[config.mk]
export PLATFORM = sky130hd
export DESIGN_NAME = cop_bus_decoder
export DESIGN_NICKNAME = d
export VERILOG_FILES = /design/src/rtl/cbd_pkg.sv /design/src/rtl/cbd_region_decode.sv /design/src/rtl/cbd_cycle_counter.sv /design/src/rtl/cbd_lane_seq.sv /design/src/rtl/cop_bus_decoder.sv
export SDC_FILE = /design/constraint.sdc
export NUM_CORES = 1
export LEC_CHECK = 0
export ABC_CLOCK_PERIOD_IN_PS = 7700
export CAP_MARGIN = 20
export CORE_MARGIN = 4
export CORE_UTILIZATION = 50
export DETAILED_ROUTE_END_ITERATION = 6
export HOLD_SLACK_MARGIN = 0.06
export PLACE_DENSITY = 0.85
export RECOVER_POWER = 100
export SLEW_MARGIN = 5
export SYNTH_ARGS = -nofsm -noshare
export SYNTH_HDL_FRONTEND = slang
export SYNTH_SLANG_ARGS = --single-unit
export TNS_END_PERCENT = 30
[constraint.sdc]
create_clock -name clk -period 7.7 [get_ports clk]
set_input_delay 1.155 -clock clk [delete_from_list [all_inputs] [get_ports clk]]
set_output_delay 1.155 -clock clk [all_outputs]
set_load 0.02 [all_outputs]
[src/rtl/cbd_pkg.sv]
package cbd_pkg;

  typedef enum logic [1:0] {
    SEL_PROG = 2'd0,
    SEL_DATA = 2'd1,
    SEL_WRAM = 2'd2,
    SEL_PERI = 2'd3
  } sel_e;

  typedef struct packed {
    logic mapped;
    logic writable;
    sel_e sel;
  } region_t;

endpackage

[src/rtl/cbd_region_decode.sv]
module cbd_region_decode
  import cbd_pkg::*;
#(
  parameter int PROG_AW = 17,
  parameter int DATA_AW = 15,
  parameter int WRAM_AW = 14,
  parameter int PERI_AW = 6,
  parameter int MEM_AW  = 17
) (
  input  logic [31:0]       addr,
  output region_t           region,
  output logic [MEM_AW-1:0] offset
);

  logic unused_addr;
  assign unused_addr = ^addr;

  always_comb begin
    region = '{mapped: 1'b0, writable: 1'b0, sel: SEL_PROG};
    offset = '0;
    unique case (addr[31:28])
      4'h0: begin
        region = '{mapped: 1'b1, writable: 1'b0, sel: SEL_PROG};
        offset[PROG_AW-1:0] = addr[PROG_AW-1:0];
      end
      4'hA: begin
        region = '{mapped: 1'b1, writable: 1'b0, sel: SEL_DATA};
        offset[DATA_AW-1:0] = addr[DATA_AW-1:0];
      end
      4'hE: begin
        region = '{mapped: 1'b1, writable: 1'b1, sel: SEL_WRAM};
        offset[WRAM_AW-1:0] = addr[WRAM_AW-1:0];
      end
      4'h4: begin
        region = '{mapped: 1'b1, writable: 1'b1, sel: SEL_PERI};
        offset[PERI_AW-1:0] = addr[PERI_AW-1:0];
      end
      default: ;
    endcase
  end

endmodule

[src/rtl/cbd_cycle_counter.sv]
module cbd_cycle_counter #(
  parameter int CNT_W = 32
) (
  input  logic             clk,
  input  logic             rst_n,
  input  logic             access_fire,
  input  logic             idle_tick,
  output logic [CNT_W-1:0] count
);

  logic [1:0] step;
  assign step = {1'b0, access_fire} + {1'b0, idle_tick};

  always_ff @(posedge clk) begin
    if (!rst_n) count <= '0;
    else        count <= count + CNT_W'(step);
  end

  assert_count_still_R8: assert property (@(posedge clk) disable iff (!rst_n)
    (!access_fire && !idle_tick) |=> $stable(count));

endmodule

[src/rtl/cbd_lane_seq.sv]
module cbd_lane_seq
  import cbd_pkg::*;
#(
  parameter int PROG_AW = 17,
  parameter int DATA_AW = 15,
  parameter int WRAM_AW = 14,
  parameter int PERI_AW = 6,
  parameter int MEM_AW  = 17
) (
  input  logic              clk,
  input  logic              rst_n,
  input  logic              req_valid,
  output logic              req_ready,
  input  logic [31:0]       req_addr,
  input  logic              req_word,
  input  logic              req_write,
  input  logic              req_fetch,
  input  logic [31:0]       req_wdata,
  output logic              rsp_valid,
  input  logic              rsp_ready,
  output logic [31:0]       rsp_rdata,
  output logic              rsp_fetch,
  output logic              accept,
  output logic              mem_valid,
  output logic              mem_we,
  output logic [1:0]        mem_sel,
  output logic [MEM_AW-1:0] mem_addr,
  output logic [7:0]        mem_wdata,
  input  logic [7:0]        mem_rdata
);

  typedef enum logic [1:0] {ST_IDLE, ST_ISSUE, ST_DRAIN, ST_RESP} state_e;

  state_e      state_q;
  logic [31:0] addr_q, wdata_q, data_q;
  logic        word_q, write_q, fetch_q;
  logic [1:0]  lane_q, rd_lane_q;
  logic        rd_pend_q, rd_map_q;
  logic [31:0] lane_addr;
  region_t     region;
  logic        last_lane;

  assign req_ready = (state_q == ST_IDLE);
  assign accept    = req_valid && req_ready;
  assign lane_addr = word_q ? {addr_q[31:2], lane_q} : addr_q;
  assign last_lane = word_q ? (lane_q == 2'd3) : 1'b1;

  cbd_region_decode #(
    .PROG_AW(PROG_AW), .DATA_AW(DATA_AW), .WRAM_AW(WRAM_AW),
    .PERI_AW(PERI_AW), .MEM_AW(MEM_AW)
  ) u_decode (
    .addr  (lane_addr),
    .region(region),
    .offset(mem_addr)
  );

  assign mem_valid = (state_q == ST_ISSUE) && region.mapped && (!write_q || region.writable);
  assign mem_we    = write_q;
  assign mem_sel   = region.sel;
  assign mem_wdata = wdata_q[{lane_q, 3'b000} +: 8];

  assign rsp_valid = (state_q == ST_RESP);
  assign rsp_rdata = data_q;
  assign rsp_fetch = fetch_q && word_q;

  always_ff @(posedge clk) begin
    if (!rst_n) begin
      state_q   <= ST_IDLE;
      addr_q    <= '0;
      wdata_q   <= '0;
      data_q    <= '0;
      word_q    <= 1'b0;
      write_q   <= 1'b0;
      fetch_q   <= 1'b0;
      lane_q    <= '0;
      rd_lane_q <= '0;
      rd_pend_q <= 1'b0;
      rd_map_q  <= 1'b0;
    end else begin
      rd_pend_q <= (state_q == ST_ISSUE) && !write_q;
      rd_lane_q <= lane_q;
      rd_map_q  <= region.mapped;
      if (rd_pend_q) data_q[{rd_lane_q, 3'b000} +: 8] <= rd_map_q ? mem_rdata : 8'h00;
      unique case (state_q)
        ST_IDLE: if (accept) begin
          addr_q  <= req_addr;
          wdata_q <= req_wdata;
          word_q  <= req_word;
          write_q <= req_write;
          fetch_q <= req_fetch;
          lane_q  <= '0;
          data_q  <= '0;
          state_q <= ST_ISSUE;
        end
        ST_ISSUE: begin
          lane_q <= lane_q + 2'd1;
          if (last_lane) state_q <= ST_DRAIN;
        end
        ST_DRAIN: state_q <= ST_RESP;
        ST_RESP:  if (rsp_ready) state_q <= ST_IDLE;
        default:  state_q <= ST_IDLE;
      endcase
    end
  end

  assert_ready_excl_R9: assert property (@(posedge clk) disable iff (!rst_n)
    rsp_valid |-> !req_ready);

  assert_rsp_hold_R9: assert property (@(posedge clk) disable iff (!rst_n)
    (rsp_valid && !rsp_ready) |=> (rsp_valid && $stable(rsp_rdata) && $stable(rsp_fetch)));

  assert_rom_write_drop_R7: assert property (@(posedge clk) disable iff (!rst_n)
    (mem_valid && mem_we) |-> (mem_sel == SEL_WRAM || mem_sel == SEL_PERI));

  assert_byte_zext_R11: assert property (@(posedge clk) disable iff (!rst_n)
    (rsp_valid && !word_q) |-> (rsp_rdata[31:8] == 24'h0));

  assert_fetch_word_R10: assert property (@(posedge clk) disable iff (!rst_n)
    (rsp_valid && rsp_fetch) |-> word_q);

endmodule

[src/rtl/cop_bus_decoder.sv]
module cop_bus_decoder #(
  parameter int PROG_AW = 17,
  parameter int DATA_AW = 15,
  parameter int WRAM_AW = 14,
  parameter int PERI_AW = 6,
  parameter int CNT_W   = 32,
  localparam int MAX_RD = (PROG_AW > DATA_AW) ? PROG_AW : DATA_AW,
  localparam int MAX_WP = (WRAM_AW > PERI_AW) ? WRAM_AW : PERI_AW,
  localparam int MEM_AW = (MAX_RD > MAX_WP) ? MAX_RD : MAX_WP
) (
  input  logic              clk,
  input  logic              rst_n,
  input  logic              req_valid,
  output logic              req_ready,
  input  logic [31:0]       req_addr,
  input  logic              req_word,
  input  logic              req_write,
  input  logic              req_fetch,
  input  logic [31:0]       req_wdata,
  output logic              rsp_valid,
  input  logic              rsp_ready,
  output logic [31:0]       rsp_rdata,
  output logic              rsp_fetch,
  input  logic              idle_tick,
  output logic [CNT_W-1:0]  cycle_count,
  output logic              mem_valid,
  output logic              mem_we,
  output logic [1:0]        mem_sel,
  output logic [MEM_AW-1:0] mem_addr,
  output logic [7:0]        mem_wdata,
  input  logic [7:0]        mem_rdata
);

  logic accept;

  cbd_lane_seq #(
    .PROG_AW(PROG_AW), .DATA_AW(DATA_AW), .WRAM_AW(WRAM_AW),
    .PERI_AW(PERI_AW), .MEM_AW(MEM_AW)
  ) u_seq (
    .clk(clk), .rst_n(rst_n),
    .req_valid(req_valid), .req_ready(req_ready), .req_addr(req_addr),
    .req_word(req_word), .req_write(req_write), .req_fetch(req_fetch),
    .req_wdata(req_wdata),
    .rsp_valid(rsp_valid), .rsp_ready(rsp_ready), .rsp_rdata(rsp_rdata),
    .rsp_fetch(rsp_fetch), .accept(accept),
    .mem_valid(mem_valid), .mem_we(mem_we), .mem_sel(mem_sel),
    .mem_addr(mem_addr), .mem_wdata(mem_wdata), .mem_rdata(mem_rdata)
  );

  cbd_cycle_counter #(.CNT_W(CNT_W)) u_count (
    .clk(clk), .rst_n(rst_n),
    .access_fire(accept), .idle_tick(idle_tick),
    .count(cycle_count)
  );

endmodule

# Word-level counts from Yosys, hierarchy flattened
# Cells that the tools add are included.
# op_classes
addsub,4
n_mul,0
div_mod_pow,0
order_cmp,0
eq_ne,10
shift,3
muxes,18
bitwise_logic,0
n_reduce_logical,16
# ops
cell,count
32-bit 2-to-1 mux,3
32-bit by 2-bit adder with 32-bit output,1
32-bit bitwise mux,1
8-bit by 7-bit variable shift with 32-bit output (first input constant),1
32-bit by 6-bit indexed part select with 8-bit output,1
8-bit by 7-bit indexed part select with 32-bit output,1
8-bit 2-to-1 mux,2
4-bit one-hot mux with 4 select lines,1
2-bit 2-to-1 mux,6
4-bit == test (second input constant),2
2-bit one-hot mux with 4 select lines,1
5-bit negation with 7-bit output,1
2-bit == test (second input constant),3
6-bit 2-to-1 mux,1
2-bit by 1-bit != test with 1-bit output (second input constant),3
1-bit logical AND,5
4-bit by 3-bit == test with 1-bit output (second input constant),1
4-bit zero test,1
2-bit one-hot mux with 2 select lines,1
2-bit AND reduction,2
4-bit OR reduction,1
3-bit AND reduction,1
3-bit OR reduction,1
1-bit by 1-bit adder with 2-bit output,1
other kinds (8),9
# totals
register_bits,139
latch_bits,0
ram_bits,0
mem_bits_ro,0
in_bits,80
output_inout_bits,96
elab_cells,63
mem_count,0

# Logic depth before layout (Yosys ltp)
# Gate-level depths: netlist of run 1.
# depth
word_depth,6
depth_mapped,12
mapped_depth_nobuf,10

# Modules after synthesis
# From an unflattened synthesis of run 1, not the netlist that was laid out.
# hier_totals
cells_unflattened,687
hier_area_um2,6099.6
# by_module_without_submodules
mod,n_inst,cells_each,area_per_inst_um2,seq_area_each_um2
cbd_lane_seq,1,486,4405.5,2142.1
cbd_cycle_counter,1,171,1478.9,640.6
cbd_region_decode,1,30,215.2,0.0

# Worst setup path after synthesis of run 1
# Ideal clock, no wire load.
# synth_path
path_type,input port to flip-flop
from,input req_valid
to,register u_count.count[30]
setup_time_ns,0.070
arrival_ns,3.311
required_time_ns,7.630
slack_ns,4.319
path_stages,10
n_path_buf,2
path_cell_list,nand2_1 > inv_1 > clkbuf_1 > fa_1 > ha_1 > nand2_1 > or4_1 > buf_2 > or4_1 > a21oi_1
# synth_via
elab_chain_len,3
# synth_lines
item,line,rtl
start: declaration,cop_bus_decoder.sv:13,"input logic req_valid,"
1-bit logical AND,cbd_lane_seq.sv:44,assign accept = req_valid && req_ready;
1-bit by 1-bit adder with 2-bit output,cbd_cycle_counter.sv:12,"assign step = {1'b0, access_fire} + {1'b0, idle_tick};"
32-bit by 2-bit adder with 32-bit output,cbd_cycle_counter.sv:16,else count <= count + CNT_W'(step);
end signal: assignment,cbd_cycle_counter.sv:16,
end: declaration,cbd_cycle_counter.sv:8,output logic [CNT_W-1:0] count
# No other way between the ends.
# A chain may end at the register's enable or synchronous reset.

# Final worst setup path of run 1
# layout_path
from,input req_valid
to,register u_count.count[26]
# The elaborated chain is that of the path after synthesis.

==> reports/results.txt, run 1 <==
failing checks - capacitance limit, slew limit
share of cells above drive strength 1 - 0.0606
CP Launch Type - input port
sequential share of the synthesized area - 0.480
post-CTS resize count - 0
clock-pin slew on the worst setup and hold paths - 0.06 ns
wire per inst - 17.2 um
vias per cell - 5.65
# IOs - 176
Setup Viol. Count Final - 0
Placer Congestion - 0.843
Leak - 2.95 nW
PwrDens - 274 nW/um2
worst endpoint data arrival time - 5.75 ns
final worst-path cycle share - 0.696
P_int - 0.00141 W
DR iter-0 viols - 346
Placed Instances - 880
first-pass GRT wire length - 25600 um
grt met1 use - 0.307
Critical Path Source - req_valid
Peak VDD IR - 0.157 mV
GRT Overall Usage - 0.248
initial antenna violation count - 0
RSZ-0062 raised after global routing - false
clock power share - 0.381
grt met2 use - 0.427
required time worst endpoint - 8.09 ns
final hold vios - 0
Site Rows - 37
Setup Fix Bufs, Post-CTS - 0
dpl cell area - 7030 um2
Worst Hold Launch - u_seq.fetch_q
die area - 12400 um2
CP max FO - 57
GR peak layer - met2
nets - 856
Area Growth Syn to Fin - 42.3%
post-synthesis mux area share - 0.0433
DRC - 0
prevailing post-synth register cell - dfxtp_1
fin. max-slew vios - 191
CTS root buf - clkbuf_8
cell area after synthesis - 5340 um2
clock skew - 0.00887 ns
Post-Synth Adder-Cell Area - 0.0319
DRT Pass-1 Iters - 5
sw power - 0.000668 W
Post-synth EDFFs - 0
slew of the pin with the lowest slew margin - 3.20 ns
I/O Buffers - 164
flop and latch count out of synthesis - 128
Cell Count, Final, Fillers Out - 912
switching share of power - 0.321
Post-CTS Hold Buffers - 0
final instance area - 7600 um2
worst skew pair latency - 0.51 ns
post-synthesis share of cell area spent on xor and xnor gates - 0.0197
dpl hpwl - 10700 um
final setup TNS - 0 ns
outcome - finished with violations
CP Capture Type - flop
main combinational cell family by area after synthesis - simple AND/OR/NAND/NOR gates
gate count of the mapped netlist - 615
CP Class - in -> reg
core area - 10400 um2
worst slack, placed - 3.41 ns
min Tclk post-route - 5.36 ns
Layout fillers - 769
reg2reg start - u_seq.state_q[0]
total CTS buffers - 17
CTS tree - built
Post-Route WL - 15600 um
worst min-delay path category - reg -> reg
Mapped Avg Cell Area - 8.69 um2
Comb pwr share - 0.229
initial core utilization - 0.515
Congestion Overflow GR - 0
Detail Route Antenna Nets - 0
die height - 111 um
routed via count - 5157
Sink Count - 128
M3 GR Usage - 0.0614
CTS Buffer Depth - 2
Achievable Freq - 0.187 GHz
Yosys warning count - 0
max-cap violations - 3
CTS H-tree depth - 4
setup slack after layout - 2.34 ns
number of global-route vias before repair - 5145
largest net degree at the start of global routing - 75
synthesized net count - 708
post-synthesis compound-gate area fraction - 0.151
Die X - 111 um
ANT cells - 0
Total Power - 0.00208 W
count of different cell masters after synthesis - 40
Slew HR - -1.13
Seq pwr share - 0.390
Simple-Gate Fraction of Synth Area - 0.240
fraction of registers with async set or reset after synthesis - 0
-- sequential cells by signal (all words and copies together), names as in the netlist --
| name | cells |
|---|---|
| u_seq.rd_pend_q | 1 |
| u_seq.rd_lane_q | 2 |
| u_seq.lane_q | 2 |
| u_seq.wdata_q | 32 |
| u_seq.rsp_rdata | 32 |
| u_seq.addr_q | 21 |
| u_seq.fetch_q | 1 |
| u_seq.mem_we | 1 |
| u_seq.word_q | 1 |
| u_seq.state_q | 2 |
| u_seq.rd_map_q | 1 |
| u_count.count | 32 |
-- worst paths after layout --
kind / end / slack (ns) / cells past startpoint
setup / recovery: u_count.count[26] / 2.34 / 10
hold / removal: u_seq.fetch_q / 0.45 / 2
setup reg to reg: u_count.count[26] / 2.84 / 11
hold reg to reg: u_seq.fetch_q / 0.45 / 2
-- cell type report --
type | instances | area (um2) | area share
tap | 136 | 170 | 0.0224
multi-input combinational | 441 | 2600 | 0.342
timing repair buffer | 167 | 1650 | 0.217
clock inverter | 15 | 173 | 0.0227
clock buffer | 17 | 414 | 0.0545
sequential | 128 | 2560 | 0.337
inverter | 8 | 30.0 | 0.00395
-- power groups by stage --
stage	clock network (W)	registers, W	logic, W
global placement	0	0.000816	0.000467
detailed placement	0	0.000822	0.000485
CTS	0.000800	0.000809	0.000492
finish	0.000793	0.000811	0.000477
global route	0.000831	0.000821	0.000521
floorplan	0	0.000799	0.000305
-- Yosys cell counts (5+ instances only) --
master | count | area [um2]
nor2_1 | 49 | 184
and2_1 | 24 | 150
dfxtp_1 | 128 | 2560
buf_1 | 6 | 22.5
o31ai_1 | 13 | 97.6
mux4_2 | 8 | 180
or3_1 | 5 | 31.3
or4_1 | 15 | 113
nand3_1 | 7 | 35.0
clkbuf_1 | 29 | 109
nand2_1 | 139 | 522
a21oi_1 | 76 | 380
o21ai_0 | 5 | 25.0
ha_1 | 12 | 150
a32oi_1 | 33 | 289
xor2_1 | 8 | 70.1
nand4_1 | 10 | 62.6
inv_1 | 7 | 26.3
-- cells by family (layout without fill, tap and decap cells) --
group                      count (synthesis)  count (layout)
AOI/OAI and AO/OA                        129             129
xor gates and xnor gates                  12              12
adders and majority gates                 13              13
buffers and inverters                     46             207
DFF                                      128             128
muxes                                     13              13
and+or+nand+nor                          274             274
-- layer usage --
layer / wire length [um] / share of wire
met5: 0 / 0
met4: 387 / 0.025
met2: 7820 / 0.50
met1: 6350 / 0.41
met3: 1090 / 0.070
-- critical path, cell delays in order --
cell and delay (ns):
dlygate4sd3_1 0.58, nand2_2 0.07, clkinv_1 0.05, clkbuf_1 1.74, fa_1 0.51, ha_1 0.23
nand2_1 0.10, or4_1 0.62, or4_1 0.52, a21oi_1 0.16
-- per-stage QoR --
step / hold slack, ns / utilization
6_report: 0.450 / 0.733
5_1_grt: 0.467 / 0.733
4_1_cts: 0.453 / 0.734
3_5_place_dp: 0.445 / 0.678
3_3_place_gp: 0.438 / 0.678
2_1_floorplan: 0.432 / -
-- layout by cell type, fill, tap and decap left out, types with 8 or more instances in the layout --
cell type / n
a21oi_1: 76
a32oi_1: 33
and2_1: 19
clkbuf_16: 16
clkdlybuf4s50_1: 66
dfxtp_1: 128
dlygate4sd3_1: 98
ha_1: 12
mux4_2: 8
nand2_1: 138
nand4_1: 10
nor2_1: 49
o31ai_1: 13
or4_1: 15
xor2_1: 8
No activity file was read; power rests on OpenSTA's default activity.
==> inputs of run 2 (changes only) <==
--- a/config.mk
+++ b/config.mk
@@ -5,13 +5,13 @@
 export SDC_FILE = /design/constraint.sdc
 export NUM_CORES = 1
 export LEC_CHECK = 0
-export ABC_CLOCK_PERIOD_IN_PS = 7700
+export ABC_CLOCK_PERIOD_IN_PS = 5300
 export CAP_MARGIN = 20
 export CORE_MARGIN = 4
-export CORE_UTILIZATION = 50
+export CORE_UTILIZATION = 46
 export DETAILED_ROUTE_END_ITERATION = 6
 export HOLD_SLACK_MARGIN = 0.06
-export PLACE_DENSITY = 0.85
+export PLACE_DENSITY = 0.79
 export RECOVER_POWER = 100
 export SLEW_MARGIN = 5
 export SYNTH_ARGS = -nofsm -noshare
==> constraint.sdc (replaced) <==
create_clock -name clk -period 5.3 [get_ports clk]
set_input_delay 0.795 -clock clk [delete_from_list [all_inputs] [get_ports clk]]
set_output_delay 0.795 -clock clk [all_outputs]
set_load 0.02 [all_outputs]
==> run 2 against run 1 <==
Cell area is 0.12% higher. Register-to-register slack worse by 0.70 ns. Die area is 8.1% higher. Critical path type unchanged. Critical endpoint is now u_seq.lane_q[1]. The run still ends with capacitance limit, slew limit left. Largest power group unchanged.
==> reports/results.txt, run 2 (synthesis gave the netlist of run 1 again) <==
GRT Overall Usage - 0.224 (-0.0245)
most frequent cells in the layout - nand2_1, dfxtp_1, dlygate4sd3_1, a21oi_1, clkdlybuf4s50_1
Setup Fix Bufs, Post-CTS - 0 (unchanged)
DR iter-0 viols - 433 (+25%)
Final Util - 0.669 (-0.0637)
RSZ-0062 raised after global routing - false
CTS H-tree depth - 4 (unchanged)
core area - 11400 um2 (+9.6%)
die height - 116 um (+4.0%)
CTS root buf - clkbuf_16
Critical R2R Capture - u_seq.wdata_q[5]
# IOs - 176 (unchanged)
CP Launch Type - input port
Leak - 2.95 nW (-0.16%)
required time worst endpoint - 5.48 ns (-2.61 ns)
clock-pin slew on the worst setup and hold paths - 0.06 ns (about the same)
reg2reg setup slack - 2.14 ns (-0.70 ns)
wire per inst - 16.6 um (-3.1%)
PwrDens - 395 nW/um2 (+44%)
worst min-delay path category - reg -> reg
Detail Route Antenna Nets - 0 (unchanged)
die area - 13400 um2 (+8.1%)
dpl hpwl - 10700 um (-0.52%)
slew of the pin with the lowest slew margin - 2.34 ns (-0.860 ns)
Placer Congestion - 0.840 (-0.43%)
Sink Count - 128 (unchanged)
worst endpoint data arrival time - 4.27 ns (-1.48 ns)
initial core utilization - 0.470 (-0.0453)
max-cap violations - 2 (-1)
Peak VDD IR - 0.249 mV (+59%)
reg2reg start - u_seq.state_q[0]
CP Capture Type - flop
Site Rows - 39 (+5.4%)
Post-CTS Hold Buffers - 0 (unchanged)
Setup Viol. Count Final - 0 (unchanged)
post-CTS resize count - 0 (unchanged)
CTS Buffer Depth - 2 (unchanged)
number of global-route vias before repair - 4948 (-3.8%)
worst path cell trace - dlygate4sd3_1 -> inv_1 -> clkbuf_1 -> nor2_1
I/O Buffers - 164 (unchanged)
worst skew pair latency - 0.40 ns (-0.11 ns)
Achievable Freq - 0.244 GHz
setup slack after layout - 1.21 ns (-1.13 ns)
CP max stage delay - 1.72 ns (-0.02 ns)
leading cell type in the layout, fill and taps excluded - nand2_1
Worst Hold Depth - 2 (unchanged)
DRC - 0 (unchanged)
ANT cells - 0 (unchanged)
critical path's slowest cell - clkbuf_1
DRT Pass-1 Iters - 5 (unchanged)
final setup TNS - 0 ns (unchanged)
Post-Route WL - 15300 um (-2.4%)
first-pass GRT wire length - 23900 um (-6.4%)
outcome - finished with violations
initial antenna violation count - 0 (unchanged)
Area Growth Syn to Fin - 42.5%
final worst-path cycle share - 0.772
Worst Hold Launch - u_seq.addr_q[5]
Die X - 116 um (+4.0%)
nets - 856 (unchanged)
largest net degree at the start of global routing - 58 (-23%)
Layout fillers - 922 (+20%)
fin. max-slew vios - 112 (-41%)
CP max FO - 54 (-5.3%)
clock skew - 0.0101 ns (+0.00125 ns)
CP Class - in -> reg
final hold vios - 0 (unchanged)
Congestion Overflow GR - 0 (unchanged)
CTS tree - built
worst slack, placed - 1.97 ns (-1.44 ns)
Slew HR - -0.559 (+0.573)
routed via count - 5079 (-1.5%)
vias per cell - 5.53 (-2.3%)
Cell Count, Final, Fillers Out - 919 (+0.77%)
Worst Hold End - u_seq.addr_q[5]
total CTS buffers - 17 (unchanged)
FF-to-FF path depth - 7 (-4)
failing checks - capacitance limit, slew limit
Placed Instances - 887 (+0.80%)
min Tclk post-route - 4.09 ns
share of cells above drive strength 1 - 0.0593 (-0.00129)
==> run 2: critical path, delay by kind of cell <==
kind / cells / cell delay, ns
simple gates: 1 / 0.17
buf+inv: 3 / 3.30
==> run 2: metrics by stage <==
step | cell area (um2) | power, W | hold WS (ns)
finish | 7610 | 0.00301 | 0.451
global route | 7610 | 0.00316 | 0.472
CTS | 7620 | 0.00305 | 0.450
detailed placement | 7040 | 0.00191 | 0.442
global placement | 7040 | 0.00187 | 0.438
floorplan | 5340 | 0.00160 | 0.432
==> run 2: cell type report <==
| type | count | area (um2) | area share |
|---|---|---|---|
| well taps | 143 | 179 | 0.0235 |
| flip-flops and latches | 128 | 2560 | 0.337 |
| clock inverters | 14 | 156 | 0.0205 |
| clock buffers | 18 | 429 | 0.0564 |
| inverters | 8 | 30.0 | 0.00395 |
| repair buffers | 167 | 1660 | 0.218 |
| multi-input cells | 441 | 2600 | 0.341 |
==> run 2: report_power, final <==
group          leakage [nW]  switching [W]  total [W]  internal (W)
registers              1.04       0.000107    0.00118       0.00107
clock network         0.274       0.000444    0.00114      0.000700
logic                  1.63       0.000391   0.000684      0.000293
==> run 2: worst max path at each step <==
stage	from	to	slack (ns)	cells past startpoint
finish	rst_n	u_seq.lane_q[1]	1.21	4
global route	rst_n	u_seq.lane_q[1]	0.91	4
CTS	u_seq.addr_q[29]	mem_valid	1.84	4
detailed placement	req_valid	u_count.count[26]	1.97	9
global placement	req_valid	u_count.count[30]	2.02	9
floorplan	req_valid	u_count.count[30]	2.28	10
==> run 2: layer usage <==
layer | track usage | up-vias | wire, um
li1 | - | 2467 | -
met1 | 0.282 | 2427 | 6470
met2 | 0.385 | 166 | 7710
met3 | 0.0574 | 19 | 915
met4 | 0.0565 | 0 | 187
met5 | 0 | - | 0
